--- src/rtl/i2ct_pkg.sv ---
package i2ct_pkg;
   localparam int BYTE_BITS = 8;
   localparam int ADR_BITS  = 7;
   localparam int IRQ_N     = 3;
   localparam int IRQ_DATA  = 0;
   localparam int IRQ_START = 1;
   localparam int IRQ_STOP  = 2;

   localparam int OFS_OWN  = 'h00;
   localparam int OFS_CTL  = 'h04;
   localparam int OFS_DATA = 'h08;
   localparam int OFS_MASK = 'h0C;
   localparam int OFS_RAW  = 'h10;
   localparam int OFS_MIS  = 'h14;
   localparam int OFS_CLR  = 'h18;

   typedef enum logic [3:0] {
      ST_IDLE, ST_ADDR, ST_AACK, ST_RXB, ST_RXW, ST_RXACK,
      ST_TXW, ST_TXB, ST_TXACK, ST_SKIP
   } eng_st_t;
endpackage

--- src/rtl/i2ct_sync.sv ---
module i2ct_sync #(
   parameter int WIDTH = 2,
   parameter int STAGES = 2
) (
   input  logic             clk,
   input  logic             rst_n,
   input  logic [WIDTH-1:0] d,
   output logic [WIDTH-1:0] q
);
   generate
      if (STAGES < 2) begin : g_bad_stages
         $error("i2ct_sync: STAGES must be at least 2");
      end
   endgenerate

   logic [WIDTH-1:0] stg [STAGES];

   always_ff @(posedge clk or negedge rst_n) begin
      if (!rst_n) begin
         for (int i = 0; i < STAGES; i++) stg[i] <= '1;
      end else begin
         stg[0] <= d;
         for (int i = 1; i < STAGES; i++) stg[i] <= stg[i-1];
      end
   end

   assign q = stg[STAGES-1];
endmodule

--- src/rtl/i2ct_engine.sv ---
module i2ct_engine
   import i2ct_pkg::*;
#(
   parameter int BYTE_W = BYTE_BITS,
   parameter int ADR_W  = ADR_BITS
) (
   input  logic              clk,
   input  logic              rst_n,
   input  logic              active,
   input  logic [ADR_W-1:0]  own_addr,
   input  logic              scl_s,
   input  logic              sda_s,
   input  logic              data_rd,
   input  logic              data_wr,
   input  logic [BYTE_W-1:0] tx_byte,
   output logic [BYTE_W-1:0] rx_byte,
   output logic              rreq,
   output logic              treq,
   output logic              fbr,
   output logic [IRQ_N-1:0]  ev,
   output logic              scl_oe,
   output logic              sda_oe
);
   localparam int CNT_W = $clog2(BYTE_W + 1);

   generate
      if (ADR_W != BYTE_W - 1) begin : g_bad_width
         $error("i2ct_engine: address must fill a byte less the direction bit");
      end
   endgenerate

   eng_st_t           st;
   logic [BYTE_W-1:0] sh;
   logic [CNT_W-1:0]  cnt;
   logic              scl_q, sda_q, rw, first, ack_seen, hold, sda_drv;

   wire scl_rise = scl_s && !scl_q;
   wire scl_fall = !scl_s && scl_q;
   wire start_c  = scl_s && scl_q && sda_q && !sda_s;
   wire stop_c   = scl_s && scl_q && !sda_q && sda_s;

   always_ff @(posedge clk or negedge rst_n) begin
      if (!rst_n) begin
         st <= ST_IDLE; sh <= '0; cnt <= '0; rx_byte <= '0;
         scl_q <= 1'b1; sda_q <= 1'b1;
         rw <= 1'b0; first <= 1'b0; ack_seen <= 1'b0; hold <= 1'b0;
         sda_drv <= 1'b0; rreq <= 1'b0; treq <= 1'b0; fbr <= 1'b0; ev <= '0;
      end else begin
         scl_q <= scl_s;
         sda_q <= sda_s;
         ev    <= '0;
         hold  <= 1'b0;
         if (!active) begin
            st <= ST_IDLE; rreq <= 1'b0; treq <= 1'b0; fbr <= 1'b0; sda_drv <= 1'b0;
         end else if (start_c || stop_c) begin
            st <= start_c ? ST_ADDR : ST_IDLE;
            cnt <= '0; rreq <= 1'b0; treq <= 1'b0; fbr <= 1'b0; sda_drv <= 1'b0;
            ev[start_c ? IRQ_START : IRQ_STOP] <= 1'b1;
         end else begin
            unique case (st)
               ST_ADDR: begin
                  if (scl_rise) begin
                     sh  <= {sh[BYTE_W-2:0], sda_s};
                     cnt <= cnt + 1'b1;
                  end else if (scl_fall && cnt == CNT_W'(BYTE_W)) begin
                     if (sh[BYTE_W-1:1] == own_addr) begin
                        rw <= sh[0]; sda_drv <= 1'b1; st <= ST_AACK;
                     end else begin
                        st <= ST_SKIP;
                     end
                  end
               end
               ST_AACK: if (scl_fall) begin
                  sda_drv <= 1'b0;
                  cnt     <= '0;
                  if (rw) begin
                     treq <= 1'b1; ev[IRQ_DATA] <= 1'b1; st <= ST_TXW;
                  end else begin
                     first <= 1'b1; st <= ST_RXB;
                  end
               end
               ST_RXB: begin
                  if (scl_rise) begin
                     sh  <= {sh[BYTE_W-2:0], sda_s};
                     cnt <= cnt + 1'b1;
                  end else if (scl_fall && cnt == CNT_W'(BYTE_W)) begin
                     rx_byte <= sh; rreq <= 1'b1; fbr <= first; first <= 1'b0;
                     ev[IRQ_DATA] <= 1'b1; st <= ST_RXW;
                  end
               end
               ST_RXW: if (data_rd) begin
                  rreq <= 1'b0; fbr <= 1'b0; hold <= 1'b1; sda_drv <= 1'b1; st <= ST_RXACK;
               end
               ST_RXACK: if (scl_fall) begin
                  sda_drv <= 1'b0; cnt <= '0; st <= ST_RXB;
               end
               ST_TXW: if (data_wr) begin
                  sh <= tx_byte; treq <= 1'b0; hold <= 1'b1;
                  sda_drv <= !tx_byte[BYTE_W-1]; cnt <= '0; st <= ST_TXB;
               end
               ST_TXB: if (scl_fall) begin
                  cnt <= cnt + 1'b1;
                  if (cnt == CNT_W'(BYTE_W - 1)) begin
                     sda_drv <= 1'b0; st <= ST_TXACK;
                  end else begin
                     sh <= {sh[BYTE_W-2:0], 1'b0};
                     sda_drv <= !sh[BYTE_W-2];
                  end
               end
               ST_TXACK: begin
                  if (scl_rise) ack_seen <= !sda_s;
                  else if (scl_fall) begin
                     if (ack_seen) begin
                        treq <= 1'b1; ev[IRQ_DATA] <= 1'b1; st <= ST_TXW;
                     end else begin
                        st <= ST_SKIP;
                     end
                  end
               end
               default: ;
            endcase
         end
      end
   end

   assign scl_oe = rreq || treq || hold;
   assign sda_oe = sda_drv;
endmodule

--- src/rtl/i2ct_irq.sv ---
module i2ct_irq #(
   parameter int N = 3
) (
   input  logic         clk,
   input  logic         rst_n,
   input  logic [N-1:0] ev,
   input  logic         mask_wr,
   input  logic         clr_wr,
   input  logic [N-1:0] wbits,
   output logic [N-1:0] raw,
   output logic [N-1:0] mask,
   output logic [N-1:0] mis,
   output logic         irq
);
   always_ff @(posedge clk or negedge rst_n) begin
      if (!rst_n) begin
         raw  <= '0;
         mask <= '0;
      end else begin
         if (mask_wr) mask <= wbits;
         for (int k = 0; k < N; k++) begin
            if (ev[k])                    raw[k] <= 1'b1;
            else if (clr_wr && wbits[k])  raw[k] <= 1'b0;
         end
      end
   end

   assign mis = raw & mask;
   assign irq = |mis;
endmodule

--- src/rtl/i2ct_target.sv ---
module i2ct_target
   import i2ct_pkg::*;
#(
   parameter int ADDR_W      = 5,
   parameter int BUS_W       = 32,
   parameter int SYNC_STAGES = 2
) (
   input  logic              clk,
   input  logic              rst_n,
   input  logic [ADDR_W-1:0] reg_addr,
   input  logic              reg_wr,
   input  logic              reg_rd,
   input  logic [BUS_W-1:0]  reg_wdata,
   output logic [BUS_W-1:0]  reg_rdata,
   output logic              irq,
   input  logic              scl_i,
   input  logic              sda_i,
   output logic              scl_oe,
   output logic              sda_oe
);
   localparam logic [ADDR_W-1:0] A_OWN  = ADDR_W'(OFS_OWN);
   localparam logic [ADDR_W-1:0] A_CTL  = ADDR_W'(OFS_CTL);
   localparam logic [ADDR_W-1:0] A_DATA = ADDR_W'(OFS_DATA);
   localparam logic [ADDR_W-1:0] A_MASK = ADDR_W'(OFS_MASK);
   localparam logic [ADDR_W-1:0] A_RAW  = ADDR_W'(OFS_RAW);
   localparam logic [ADDR_W-1:0] A_MIS  = ADDR_W'(OFS_MIS);
   localparam logic [ADDR_W-1:0] A_CLR  = ADDR_W'(OFS_CLR);

   generate
      if (BUS_W < BYTE_BITS) begin : g_bad_bus
         $error("i2ct_target: BUS_W narrower than a byte");
      end
      if ((1 << ADDR_W) <= OFS_CLR) begin : g_bad_addr
         $error("i2ct_target: ADDR_W cannot reach every register");
      end
   endgenerate

   logic [ADR_BITS-1:0]  own_q;
   logic                 act_q;
   logic [1:0]           line_s;
   logic [BYTE_BITS-1:0] rx_byte;
   logic                 rreq, treq, fbr;
   logic [IRQ_N-1:0]     eng_ev, irq_raw, irq_mask, irq_mis;
   logic                 unused_hi;

   wire data_rd = reg_rd && reg_addr == A_DATA;
   wire data_wr = reg_wr && reg_addr == A_DATA;
   wire mask_wr = reg_wr && reg_addr == A_MASK;
   wire clr_wr  = reg_wr && reg_addr == A_CLR;

   assign unused_hi = ^reg_wdata[BUS_W-1:BYTE_BITS];

   always_ff @(posedge clk or negedge rst_n) begin
      if (!rst_n) begin
         own_q <= '0;
         act_q <= 1'b0;
      end else if (reg_wr) begin
         if (reg_addr == A_OWN) own_q <= reg_wdata[ADR_BITS-1:0];
         if (reg_addr == A_CTL) act_q <= reg_wdata[0];
      end
   end

   i2ct_sync #(.WIDTH(2), .STAGES(SYNC_STAGES)) u_sync (
      .clk(clk), .rst_n(rst_n), .d({scl_i, sda_i}), .q(line_s)
   );

   i2ct_engine #(.BYTE_W(BYTE_BITS), .ADR_W(ADR_BITS)) u_eng (
      .clk(clk), .rst_n(rst_n), .active(act_q), .own_addr(own_q),
      .scl_s(line_s[1]), .sda_s(line_s[0]),
      .data_rd(data_rd), .data_wr(data_wr), .tx_byte(reg_wdata[BYTE_BITS-1:0]),
      .rx_byte(rx_byte), .rreq(rreq), .treq(treq), .fbr(fbr), .ev(eng_ev),
      .scl_oe(scl_oe), .sda_oe(sda_oe)
   );

   i2ct_irq #(.N(IRQ_N)) u_irq (
      .clk(clk), .rst_n(rst_n), .ev(eng_ev), .mask_wr(mask_wr), .clr_wr(clr_wr),
      .wbits(reg_wdata[IRQ_N-1:0]), .raw(irq_raw), .mask(irq_mask),
      .mis(irq_mis), .irq(irq)
   );

   always_comb begin
      reg_rdata = '0;
      case (reg_addr)
         A_OWN:  reg_rdata = BUS_W'(own_q);
         A_CTL:  reg_rdata = BUS_W'({fbr, treq, rreq});
         A_DATA: reg_rdata = BUS_W'(rx_byte);
         A_MASK: reg_rdata = BUS_W'(irq_mask);
         A_RAW:  reg_rdata = BUS_W'(irq_raw);
         A_MIS:  reg_rdata = BUS_W'(irq_mis);
         default: reg_rdata = '0;
      endcase
   end
endmodule

--- config.mk ---
export PLATFORM = sky130hd
export DESIGN_NAME = i2ct_target
export DESIGN_NICKNAME = d
export VERILOG_FILES = /design/src/rtl/i2ct_pkg.sv /design/src/rtl/i2ct_sync.sv /design/src/rtl/i2ct_engine.sv /design/src/rtl/i2ct_irq.sv /design/src/rtl/i2ct_target.sv
export SDC_FILE = /design/constraint.sdc
export NUM_CORES = 1
export LEC_CHECK = 0
export BUFFER_PORTS_ARGS = -buffer_cell sky130_fd_sc_hd__buf_2
export CORE_MARGIN = 5
export CORE_UTILIZATION = 59
export CTS_CLUSTER_DIAMETER = 150
export DETAILED_ROUTE_END_ITERATION = 8
export PLACE_DENSITY = 0.89
export SYNTH_ARGS = -nofsm -noshare
export SYNTH_HDL_FRONTEND = slang
export SYNTH_SLANG_ARGS = --single-unit
--- constraint.sdc ---
create_clock -name clk -period 5 [get_ports clk]
set_clock_uncertainty 0.15 [all_clocks]
set_input_delay 0.75 -clock clk [delete_from_list [all_inputs] [get_ports clk]]
set_output_delay 0.75 -clock clk [all_outputs]
set_load 0.01 [all_outputs]
Word-level counts from Yosys, hierarchy flattened:

Index checks and enable logic that the tools add are counted.

* bits of input ports: 43
* register bits: 55
* RAM bits: 0
* word-level logic and storage cells: 217
* output and inout port bits: 35
* latch bits: 0
* ROM bits: 0
* memories kept: 0

* equality and inequality tests: 49
* bitwise operators: 3
* muxes and demuxes: 92
* add/subtract/negate cells: 1
* order comparisons: 2
* div/mod/pow operators: 0
* shift-type cells: 0
* reduce and logical (&&, ||, !) cells: 47
* multipliers: 0

Operators with widths (count)
* 4-bit two-way mux: 21
* 1-bit two-way mux: 51
* 8-bit one-hot mux with 6 select lines: 1
* 4-bit by 2-bit != test with 1-bit output, second input constant: 11
* 32-bit by 1-bit >= comparator with 1-bit output, second input constant: 1
* 32-bit by 4-bit < comparator with 1-bit output, second input constant: 1
* 8-bit two-way mux: 4
* 4-bit one-hot mux with 8 select lines: 1
* 8-bit one-hot mux with 3 select lines: 1
* 7-bit AND reduction: 3
* 4-bit by 3-bit == test with 1-bit output, second input constant: 5
* 1-bit logical AND: 16
* 4-bit one-hot mux with 4 select lines: 1
* 5-bit == test, second input constant: 3
* 13-bit AND reduction: 1
* 4-bit != test, second input constant: 3
* 6-bit AND reduction: 2
* 5-bit by 4-bit == test with 1-bit output, second input constant: 2
* 10-bit by 1-bit != test with 1-bit output, second input constant: 1
* 3-bit by 1-bit != test with 1-bit output, second input constant: 3
* 4-bit by 2-bit == test with 1-bit output, second input constant: 2
* 4-bit == test, second input constant: 2
* 2-bit by 1-bit != test with 1-bit output, second input constant: 4
* 2-bit != test, second input constant: 4
* other kinds (29): 50

Longest topological paths before layout:

* word-level depth: 10
* depth in mapped cells: 9
* gate-level depth less buffers: 8

Cells and area by module:

Synthesis repeated with hierarchy kept, for this count alone.

* cells, all modules: 333
* area, all modules: 3493.4 sq um

Modules (own cells, without submodules)
* i2ct_engine: cells an instance 223, area each 2304.7 sq um, sequential area each 928.4 sq um, times used 1
* i2ct_target: cells an instance 84, area each 815.8 sq um, sequential area each 200.2 sq um, times used 1
* i2ct_irq: cells an instance 20, area each 252.7 sq um, sequential area each 150.1 sq um, times used 1
* i2ct_sync: cells an instance 6, area each 120.1 sq um, sequential area each 105.1 sq um, times used 1

Least setup slack after synthesis:

OpenSTA, ideal clock, no wires.

* path type: input to output
* from: input reg_addr[3]
* to: output reg_rdata[1]
* path buffers: 1
* arrival time: 1.934 ns
* path slack: 2.166 ns
* data required time: 4.100 ns
* stages on the path: 4
* path through: clkbuf_1 -> nor2b_1 -> a21oi_1 -> a2111oi_0

* word-level cells in the longest chain between the ends: 2
* elaborated cells on any way between the ends: 7
* those cells by class: eq/ne: 5; mux: 1; reduce/logical: 1

RTL lines
* from (decl): RTL line i2ct_target.sv:10 `input logic [ADDR_W-1:0] reg_addr,`
* 5-bit == test (tied with other cells): RTL line i2ct_target.sv:83 `case (reg_addr)`
* 8-bit one-hot mux with 6 select lines (*): RTL line i2ct_target.sv:83
* to (decl): RTL line i2ct_target.sv:14 `output logic [BUS_W-1:0] reg_rdata,`

Every way passes the cells marked *; elsewhere a longest branch is shown, timed or not.

Worst setup path after layout:

* from: input reg_addr[1]
* to: output reg_rdata[0]

The elaborated chain is that of the path after synthesis.

==> run metrics <==
die height 86.5 um; fin crit share 63.1%; Post-synth top flop dfrtp_1; routed via count roughly 2700; clk root buf clkbuf_8; clock sink total between 50 and 60; Worst path top cell family by delay simple AND/OR/NAND/NOR gates; diode count 0; largest net degree at the start of global routing 56; overall routing resource usage roughly 22%; post_cts resized 0; core area 5610 um^2; Setup Fix Bufs, Post-CTS 0; CP max-delay cell or3_4; Synth Register Bits 55; Final ANT Viol Nets 0; Critical path buffers and inverters 2; minimum clock period 3160 ps; post-DR vias/cell about 6.2; critical path arrival about 2300 ps; yosys warns 0; CP Cell Sequence buf_2 -> or3_4 -> nor2_1 -> a32oi_1 -> o21ai_0 -> a221o_1 -> buf_2; wire per inst 17.6 um; setup TNS 0 ps; Post-synth EDFFs 0; Rel. slew slack 40.7%; Commonest cells post-synth dfrtp_1 (49), mux2_2 (35), nand2_1 (27), buf_4 (25), nor2_1 (20); Worst setup EP type output port; Post-Synthesis Cells about 350; met3 usage 4.47%; ratio of cells with drive above 1 in the final layout 27.4%; drt pass-1 iters 5; LEAKAGE 1.65 nW; Post-Syn Area ~3500 um^2; Peak VDD IR ~0.25 mV; crit-path max cell delay 420 ps; status complete, no violations; RSZ-0062 raised after global routing no; I/O Pins 78; clk_lat worst skew about 310 ps; Die X 86.5 um; routing usage on met2 33.4%; Num CTS Buffers 5; placed insts 432; post-DP HPWL roughly 5700 um; die area roughly 7500 um^2; number of global-route vias before repair between 2000 and 3000; GR Layer Usage met1 31.3%; Post-Syn Area per Cell 10.0 um^2; worst-path maximum fanout 6; NumNets Final 412; simple-gate share of the synthesized area 18.5%; residual DRC count 0; CTS H-tree lvls 2; DR iter-0 viols 304; initial core utilization 61.6%; max-capacitance violation count 0; top cell type's share of synthesized area 35.5%; post-synth cell types 69; row count 27; Compound-Gate Fraction of Synth Area between 15 and 20%; CTS tree done; count leader, synth dfrtp_1; main area contributors after synthesis dfrtp_1 (36%), mux2_2 (11%), buf_4 (5.4%), dfstp_2 (4.6%), nand2_1 (2.9%); post-synthesis sequential area ratio 40.1%; Max clock buf depth 2; Crit Path Category in2out; area leader, netlist dfrtp_1; final hold viol count 0; mux contribution to synthesized area about an eighth; final core utilization roughly 64%; worst slack, placed 1850 ps; Layout area overhead 4.28%; Tot Pwr 0.00121 W; first-pass GRT wire length roughly 13000 um; Slew Limit Fails 0; gr busiest metal met2; initial antenna violation count 0; CP startpoint kind input port; global route overflow 0; data required time at the worst endpoint around 4100 ps; xor/xnor share of the synthesized area 2.50%; Finished Layout Cells 440; Setup-failing EPs final 0; type of the worst min-delay path reg2reg; main combinational cell family by area after synthesis simple AND/OR/NAND/NOR gates; Setup WS post-layout 1840 ps; final RePlAce weighted congestion 0.969; pwr/cell area roughly 340 nW/um^2; Port Buffers 29; most used cell, CP buf_2; Fmax achieved ~0.32 GHz; Worst Tran Pin Value 885 ps; # hold bufs at CTS 0; adder-cell share of the synthesized area less than 1%; Clock Pin Slew Worst Setup and Hold Paths 100 ps; ys async rst share 100%; final wirelength between 7000 and 8000 um
-- where the power goes --
| group | switching (W) | internal [W] | total [W] |
|---|---|---|---|
| Sequential | 0.0000932 | 0.000503 | 0.000597 |
| Clock | 0.000157 | 0.000102 | 0.000258 |
| Combinational | 0.000204 | 0.000149 | 0.000353 |
| Total | 0.000454 | 0.000754 | 0.00121 |
-- routing by layer --
layer	routed length (um)	part of all wire [%]	vias up
met4	131	1.7	0
met5	0	0	-
met3	679	8.8	21
met2	3520	45	138
met1	3400	44	1309
li1	-	-	1253
-- final cells by class --
class	count	area, um^2
repair buffers	30	153
fillers	457	2010
flip-flops and latches	55	1380
inverters	11	41.3
multi-input cells	264	1840
clock inverters	3	23.8
well taps	72	90.1
clock buffers	5	68.8
-- placed cells by master, fill, tap and decap left out, types with 3 or more instances in the layout --
master / n
dfrtp_1: 49
mux2_2: 35
buf_2: 29
nand2_1: 27
conb_1: 24
nor2_1: 20
nand3_1: 17
o21ai_0: 15
a21oi_1: 14
inv_1: 11
nor3_1: 8
xor2_1: 8
a22o_1: 7
nor2b_1: 6
dfstp_2: 6
nand2b_1: 5
clkbuf_8: 5
nor3b_1: 4
nor2_2: 4
o2bb2ai_1: 3
a31oi_1: 3
mux2i_1: 3
nand4_1: 3
a21o_1: 3
-- cells by family (layout without fill, tap and decap cells) --
family,after synthesis,in the layout
AOI/OAI and AO/OA,76,76
adders and majority gates,2,2
xor gates and xnor gates,9,9
and+or+nand+nor,115,115
buffers and inverters,49,49
DFF,55,55
muxes,38,38
other,1,24
-- stage by stage --
stage	area, um^2	hold slack [ps]
floorplan	3540	195
global placement	3510	197
detailed placement	3510	197
CTS	3600	212
global route	3600	217
finish	3600	211
-- worst paths after layout --
kind / start / to / slack [ps] / depth (start not counted)
max in group asynchronous: rst_n / u_eng.rx_byte[3]$_DFFE_PN0P_ / 3880 / 2
worst min-delay path: u_sync.stg[3]$_DFF_PN1_ / u_sync.q[1]$_DFF_PN1_ / 210 / 0
min in group asynchronous: rst_n / u_eng.cnt[3]$_DFFE_PN0P_ / 380 / 2
worst max-delay path: reg_addr[1] / reg_rdata[0] / 1840 / 7
worst min register to register: u_sync.stg[3]$_DFF_PN1_ / u_sync.q[1]$_DFF_PN1_ / 210 / 0
worst max register to register: u_eng.st[3]$_DFFE_PN0P_ / u_eng.rx_byte[2]$_DFFE_PN0P_ / 2280 / 5
-- registers in the layout, summed over array words and instances (netlist names), 2 cells and up --
| name | count |
|---|---|
| own_q | 7 |
| u_eng.cnt | 4 |
| u_eng.ev | 3 |
| u_eng.rx_byte | 8 |
| u_eng.sh | 8 |
| u_eng.st | 4 |
| u_irq.mask | 3 |
| u_irq.raw | 3 |
| u_sync.q | 2 |
| u_sync.stg | 2 |
Note: power is estimated with default switching activity, not from simulation.
